==> config.mk <==
export PLATFORM = sky130hd
export DESIGN_NAME = ips_sel
export DESIGN_NICKNAME = d
export VERILOG_FILES = /design/src/rtl/ips_pkg.sv /design/src/rtl/ips_gate.sv /design/src/rtl/ips_prio.sv /design/src/rtl/ips_sel.sv
export SDC_FILE = /design/constraint.sdc
export NUM_CORES = 1
export LEC_CHECK = 0
export ABC_CLOCK_PERIOD_IN_PS = 2500
export BUFFER_PORTS_ARGS = -buffer_cell sky130_fd_sc_hd__clkbuf_2
export CAP_MARGIN = 10
export CORE_AREA = 2 2 39 41
export CTS_BUF_LIST = sky130_fd_sc_hd__clkbuf_4 sky130_fd_sc_hd__clkbuf_8
export CTS_CLUSTER_SIZE = 14
export DETAILED_ROUTE_END_ITERATION = 16
export DIE_AREA = 0 0 41 43
export GPL_TIMING_DRIVEN = 0
export PLACE_DENSITY = 0.7
export SLEW_MARGIN = 20
export SYNTH_ARGS = -nofsm -noshare
export SYNTH_HDL_FRONTEND = slang
export SYNTH_SLANG_ARGS = --single-unit
export TNS_END_PERCENT = 50
==> constraint.sdc <==
create_clock -name clk -period 2.5 [get_ports clk]
set_input_delay 0.5 -clock clk [delete_from_list [all_inputs] [get_ports clk]]
set_output_delay 0.5 -clock clk [all_outputs]
set_load 0.01 [all_outputs]
==> src/rtl/ips_pkg.sv <==
package ips_pkg;
  localparam int unsigned IPS_NSRC = 8;
  localparam int unsigned SRC_MCK  = 0;
  localparam int unsigned SRC_HDEC = 1;
  localparam int unsigned SRC_EXT  = 2;
  localparam int unsigned SRC_DEC  = 3;
  localparam logic [IPS_NSRC-1:0] IPS_UNUSED   = 8'hC0;
  localparam logic [IPS_NSRC-1:0] IPS_CLR_ACK  = 8'h02;

  typedef struct packed {
    logic ee;
    logic hv;
    logic pr;
    logic resume_rst;
    logic hv_capable;
    logic hdec_en;
    logic hv_ext_block;
    logic ext_guest_off;
  } ips_ctl_t;
endpackage

==> src/rtl/ips_gate.sv <==
module ips_gate
  import ips_pkg::*;
#(
  parameter int unsigned NSRC = IPS_NSRC,
  parameter logic [NSRC-1:0] UNUSED_MASK = IPS_UNUSED
) (
  input  ips_ctl_t        ctl,
  output logic [NSRC-1:0] allow
);
  logic ee_eff;
  logic ext_host;
  logic ext_guest;

  assign ee_eff    = ctl.ee | ctl.resume_rst;
  assign ext_host  = ee_eff & ~(ctl.hv_ext_block & ctl.hv & ~ctl.pr);
  assign ext_guest = ctl.hv_capable & ~ctl.hv & ~ctl.ext_guest_off;

  generate
    for (genvar i = 0; i < NSRC; i++) begin : g_allow
      if (i == SRC_MCK) begin : g_mck
        assign allow[i] = ~UNUSED_MASK[i];
      end else if (i == SRC_HDEC) begin : g_hdec
        assign allow[i] = ~UNUSED_MASK[i] & ctl.hdec_en & (ee_eff | ~ctl.hv);
      end else if (i == SRC_EXT) begin : g_ext
        assign allow[i] = ~UNUSED_MASK[i] & (ext_host | ext_guest);
      end else begin : g_ee
        assign allow[i] = ~UNUSED_MASK[i] & ee_eff;
      end
    end
  endgenerate
endmodule

==> src/rtl/ips_prio.sv <==
module ips_prio #(
  parameter int unsigned NSRC = 8,
  parameter int unsigned CW   = $clog2(NSRC + 1)
) (
  input  logic [NSRC-1:0] req,
  output logic            valid,
  output logic [CW-1:0]   code
);
  always_comb begin
    valid = 1'b0;
    code  = '0;
    for (int i = NSRC - 1; i >= 0; i--) begin
      if (req[i]) begin
        valid = 1'b1;
        code  = CW'(i + 1);
      end
    end
  end
endmodule

==> src/rtl/ips_sel.sv <==
module ips_sel
  import ips_pkg::*;
#(
  parameter int unsigned NSRC = IPS_NSRC,
  parameter logic [NSRC-1:0] UNUSED_MASK = IPS_UNUSED,
  parameter logic [NSRC-1:0] CLR_MASK    = IPS_CLR_ACK,
  localparam int unsigned CW = $clog2(NSRC + 1)
) (
  input  logic            clk,
  input  logic            rst_n,
  input  logic [NSRC-1:0] pend,
  input  logic [NSRC-1:0] wake_en,
  input  logic            ee,
  input  logic            hv,
  input  logic            pr,
  input  logic            resume_rst,
  input  logic            halted,
  input  logic            hv_capable,
  input  logic            hdec_en,
  input  logic            hv_ext_block,
  input  logic            ext_guest_off,
  output logic            out_valid,
  output logic [CW-1:0]   out_code,
  input  logic            out_ready,
  output logic [NSRC-1:0] clr_pend
);
  ips_ctl_t        ctl;
  logic [NSRC-1:0] allow;
  logic [NSRC-1:0] elig;
  logic            sel_valid;
  logic [CW-1:0]   sel_code;

  assign ctl = '{ee: ee, hv: hv, pr: pr, resume_rst: resume_rst,
                 hv_capable: hv_capable, hdec_en: hdec_en,
                 hv_ext_block: hv_ext_block, ext_guest_off: ext_guest_off};

  ips_gate #(.NSRC(NSRC), .UNUSED_MASK(UNUSED_MASK)) u_gate (
    .ctl   (ctl),
    .allow (allow)
  );

  assign elig = halted ? (pend & wake_en & ~UNUSED_MASK)
                       : (pend & allow);

  ips_prio #(.NSRC(NSRC), .CW(CW)) u_prio (
    .req   (elig),
    .valid (sel_valid),
    .code  (sel_code)
  );

  always_ff @(posedge clk) begin
    if (!rst_n) begin
      out_valid <= 1'b0;
      out_code  <= '0;
    end else begin
      out_valid <= sel_valid;
      out_code  <= sel_code;
    end
  end

  always_comb begin
    clr_pend = '0;
    for (int i = 0; i < NSRC; i++) begin
      if (out_valid && out_ready && out_code == CW'(i + 1) && CLR_MASK[i])
        clr_pend[i] = 1'b1;
    end
  end

  AST_NO_UNUSED: assert property (@(posedge clk) disable iff (!rst_n)
    (pend & UNUSED_MASK) == '0);
  AST_MCK_WINS: assert property (@(posedge clk) disable iff (!rst_n)
    (!halted && pend[SRC_MCK]) |-> (sel_valid && sel_code == CW'(SRC_MCK + 1)));
  AST_HDEC_GATED: assert property (@(posedge clk) disable iff (!rst_n)
    (!halted && sel_code == CW'(SRC_HDEC + 1)) |-> (hdec_en && (ee || resume_rst || !hv)));
  AST_DEC_NEEDS_EE: assert property (@(posedge clk) disable iff (!rst_n)
    (!halted && sel_code == CW'(SRC_DEC + 1)) |-> (ee || resume_rst));
  AST_HALT_WAKE: assert property (@(posedge clk) disable iff (!rst_n)
    (halted && sel_valid) |-> ((pend & wake_en) != '0));
  AST_CLR_ON_ACK: assert property (@(posedge clk) disable iff (!rst_n)
    (clr_pend != '0) |-> (out_valid && out_ready && $onehot0(clr_pend)));
endmodule

# --- After elaboration in Yosys (flattened, before gate mapping) ---
# Cells that the tools add are included.
word_totals:
  ff_bits: 5
  in_bits: 28
  output_inout_bits: 13
  wordCells: 45
op_classes:
  eq_ne: 1
  mux: 18
  bitwise_logic: 16
  reduce_logical: 5
ops:
  columns: ["operator", "n"]
  rows:
  - ["$mux W3", 4]
  - ["$mux W1", 10]
  - ["$and A8 B6 Y8", 1]
  - ["$mux W8", 1]
  - ["$reduce_or A8 Y1", 1]
  - ["$and A1 B1 Y1", 6]
  - ["$and A6 B6 Y6", 1]
  - ["$not A1 Y1", 5]
  - ["$eq A4 B2 Y1 const B", 1]
  - ["$mux W2", 2]
  - ["$mux W4", 1]
  - ["$reduce_or A4 Y1", 1]
  - ["$or A1 B1 Y1", 3]
  - ["$logic_and A1 B1 Y1", 2]
  - ["$reduce_or A2 Y1", 1]

# --- Depth between registers and ports, before layout ---
depth:
  word_depth: 15
  mapped_depth: 4
  depth_no_buf: 4

# --- Hierarchy ---
# Synthesis repeated with hierarchy kept, for this count alone.
unflattened:
  hier_cells: 66
  hier_area_um2: 510.5
modules_own_cells:
  columns: ["mod", "instances", "cells_per_inst", "area_per_inst_um2", "seq_area_each_um2"]
  rows:
  - ["ips_sel", 1, 37, 325.3, 100.1]
  - ["ips_gate", 1, 15, 96.3, 0.0]
  - ["ips_prio", 1, 14, 88.8, 0.0]

# --- Least setup slack after synthesis ---
# No wires, ideal clock.
synth_path:
  kind: "input to register"
  start: "input wake_en[4]"
  end: "register out_code[1]"
  setup_ps: 74
  arrival_time_ps: 1223
  required_time_ps: 2426
  setup_slack_ps: 1203
  cell_stages: 4
  path_buffers: 0
  cell_sequence: "a22oi_1 nand2_1 or3_1 a31oi_1"
synth_via:
  elab_chain_len: 6
synth_lines:
  columns: ["item", "line", "rtl"]
  rows:
  - ["start: declaration", "ips_sel.sv:12", "input logic [NSRC-1:0] wake_en,"]
  - ["$and A6 B6 Y6", "ips_sel.sv:42", "assign elig = halted ? (pend & wake_en & ~UNUSED_MASK)"]
  - ["$mux W8", "ips_sel.sv:42", null]
  - ["$mux W3 (2 in series)", "ips_prio.sv:13", "if (req[i]) begin"]
  - ["$mux W2 (2 in series)", "ips_prio.sv:13", null]
  - ["end signal: assignment", "ips_sel.sv:57", "out_code <= sel_code;"]
  - ["end: declaration", "ips_sel.sv:23", "output logic [CW-1:0] out_code,"]
# No other way between the ends.
# A chain may end at the register's enable or synchronous reset.

# --- Worst setup path in the final report ---
layout_path:
  start: "register out_code[0]"
  end: "output clr_pend[1]"
layout_via:
  elab_chain_len: 3
layout_lines:
  columns: ["item", "line", "rtl"]
  rows:
  - ["$eq A4 B2 Y1", "ips_sel.sv:64", "if (out_valid && out_ready && out_code == CW'(i + 1) && CLR_MASK[i])"]
  - ["$logic_and A1 B1 Y1", "ips_sel.sv:64", null]
  - ["$mux W1", "ips_sel.sv:64", null]
  - ["end: declaration", "ips_sel.sv:25", "output logic [NSRC-1:0] clr_pend"]
# No other way between the ends.

==> impl_metrics.ini <==
[setup_path]
cp.arrival_ps = 900
start_kind = register
crit_family = flip-flops
cpPeakStageDelay_ps = 290
end_kind = output port
slowest_stage = dfxtp_1
worst-path-buf-inv = 1
crit_fanout = 2
crit_path_cell_trace = nand4b_1 -> nor2_1 -> clkbuf_2
required_ps = 2000
critPathKind = register to output port

[logic_synthesis]
synthCells = 44
syn-mean-instance-area_um2 = 7.649
synth-seq-cells = 4
synth_edf_count = 0
yosys_warnings = 0
seq_area_frac_synth_pct = 23.79
synth_top_area_share_pct = 23.79
yosysMostFrequentCell = buf_4
async_reset_ff_share_pct = 0
yosys.cell_types.count = 24
syn_area_um2 = 336.6
synthTopCellsByArea = dfxtp_1, buf_4, o21ai_0, and4bb_2, nor2b_1
synth_common_cells = buf_4, dfxtp_1, inv_1, nand2_1, o21ai_0
yosysTopAreaCell = dfxtp_1
dominantRegCellSynth = dfxtp_1

[final_layout]
fin_nets = 112
final_layout_size_suffix_gt1_share_pct = 51.22
area_growth_pct = 62.08
insertedDiodeCount = 0

[power_and_ir_drop]
p_leak_uw = 0.0003088
p_per_area_mw_per_mm2 = 399.8
vdd_ir_drop_max_mv = 0.1064
finalPower_uw = 218.1

[clock_network]
cts_buffer_depth = 2
cts-resized-gates = 0
clock_tree.root_cell = clkbuf_4
cts_made_buffers = 3
clkSlewWorstSetupHoldPaths_ps = 40
cts_tree = done
h-tree-depth = 1
holdBufCountCts = 0
post_cts_buffers = 0
clkSinkCount = 4

[global_routing]
grt.overflow.total = 0
gr-max-usage-layer = met2
grt_pass1_wl_mm = 1.331
grt_max_degree = 7
first_global_vias = 368
antenna_found_initial = 0
gr-usage-met1_pct = 12.18
grt_use_met3_pct = 3.665
grt_use_met2_pct = 17.19
groute.usage.overall_pct = 11.03

[timing]
setup_tns_ps = 0
final-max-slew-violation-count = 0
layout_setup_ws_ps = 1098
fmax_mhz = 713.2
rsz0062_at_grt = false
hold_viol = 0
setup-violations-final = 0
fin_crit_sh_pct = 56.09
period_needed_ps = 1402

[run]
cap_violations = 0

[placed_design]
preCtsSetupSlack_ps = 946.2
numPortBuffers = 28
gp_congestion = 0.7059
hpwl_um = 709.7

[run_status]
status = complete, no violations

[floorplan]
pin_count = 41
start_util_pct = 24.32
rows = 14
dieArea_mm2 = 0.001763
die_w_um = 41
die_h_um = 43
core_area_mm2 = 0.001384

[drt]
vias = 411
ant_nets = 0
drt-wirelength-per-cell_um = 8.378
drc_errors = 0
wl_um = 821
initialDrtViolationCount = 7
vias_per_cell = 4.194
first_pass_iters = 4

[hold_path]
hp-class = input pin to register
==> placed cells by master, fill, tap and decap left out <==
cell type / netlist / routed
clkbuf_2: 0 / 28
buf_4: 8 / 8
conb_1: 1 / 8
dfxtp_1: 4 / 4
inv_1: 3 / 3
o21ai_0: 3 / 3
nand2_1: 3 / 3
clkbuf_4: 0 / 3
nor2_1: 2 / 2
a21oi_1: 2 / 2
nor2b_1: 2 / 2
nor3_1: 2 / 2
nand4b_1: 1 / 1
o21ai_1: 1 / 1
nand2b_1: 1 / 1
o221ai_1: 1 / 1
mux2i_1: 1 / 1
a211o_2: 1 / 1
a311oi_1: 1 / 1
a22oi_1: 1 / 1
o21bai_1: 1 / 1
or3_1: 1 / 1
a31oi_1: 1 / 1
a31o_2: 1 / 1
and4bb_2: 1 / 1
a41oi_1: 1 / 1
==> report_power, final <==
part | switching (µW) | internal (µW) | leakage (µW)
sequential | 2.05 | 69.3 | 0.0000332
clock | 24.7 | 53.6 | 0.0000138
combinational | 31.4 | 37.1 | 0.000262
==> through the flow <==
stage	cells	util, %	instance area (µm²)	hold slack [ps]
finish	98	39.42	545.5	512.6
floorplan	51	-	362.8	631.8
CTS	98	39.42	545.5	499.7
global placement	95	37.79	523.0	741.9
global route	98	39.42	545.5	532.2
detailed placement	95	37.79	523.0	753.0
==> final cells by class <==
type | count | area, µm²
Fill cell | 151 | 838.3
Multi-Input combinational cell | 36 | 211.5
Timing Repair Buffer | 28 | 140.1
Clock buffer | 3 | 22.52
Inverter | 3 | 11.26
Sequential cell | 4 | 80.08
Buffer | 8 | 60.06
Tap cell | 16 | 20.02
==> routing by layer <==
| metal | wire length, µm | part of all wire [%] |
|---|---|---|
| met5 | 0 | 0 |
| met4 | 0 | 0 |
| met3 | 76 | 9.3 |
| met2 | 422 | 51 |
| met1 | 323 | 39 |
==> worst paths after layout <==
| kind | start | endpoint | slack [ps] | cells past startpoint |
|---|---|---|---|---|
| worst max-delay path | out_code[0] | clr_pend[1] | 1100 | 3 |
| worst min-delay path | rst_n | out_code[1] | 510 | 3 |
==> registers in the layout (all words and copies together) (netlist names) <==
| register | flops |
|---|---|
| out_valid | 1 |
| out_code | 3 |
==> kinds of logic (layout without fill, tap and decap cells) <==
kind of cell,after synthesis,after routing,synth area share [%]
and+or+nand+nor,13,13,22.31
other,1,8,1.114
AOI/OAI and AO/OA,14,14,28.63
muxes,1,1,2.974
DFF,4,4,23.79
buffers and inverters,11,42,21.19
Note: power is estimated with default switching activity, not from simulation.
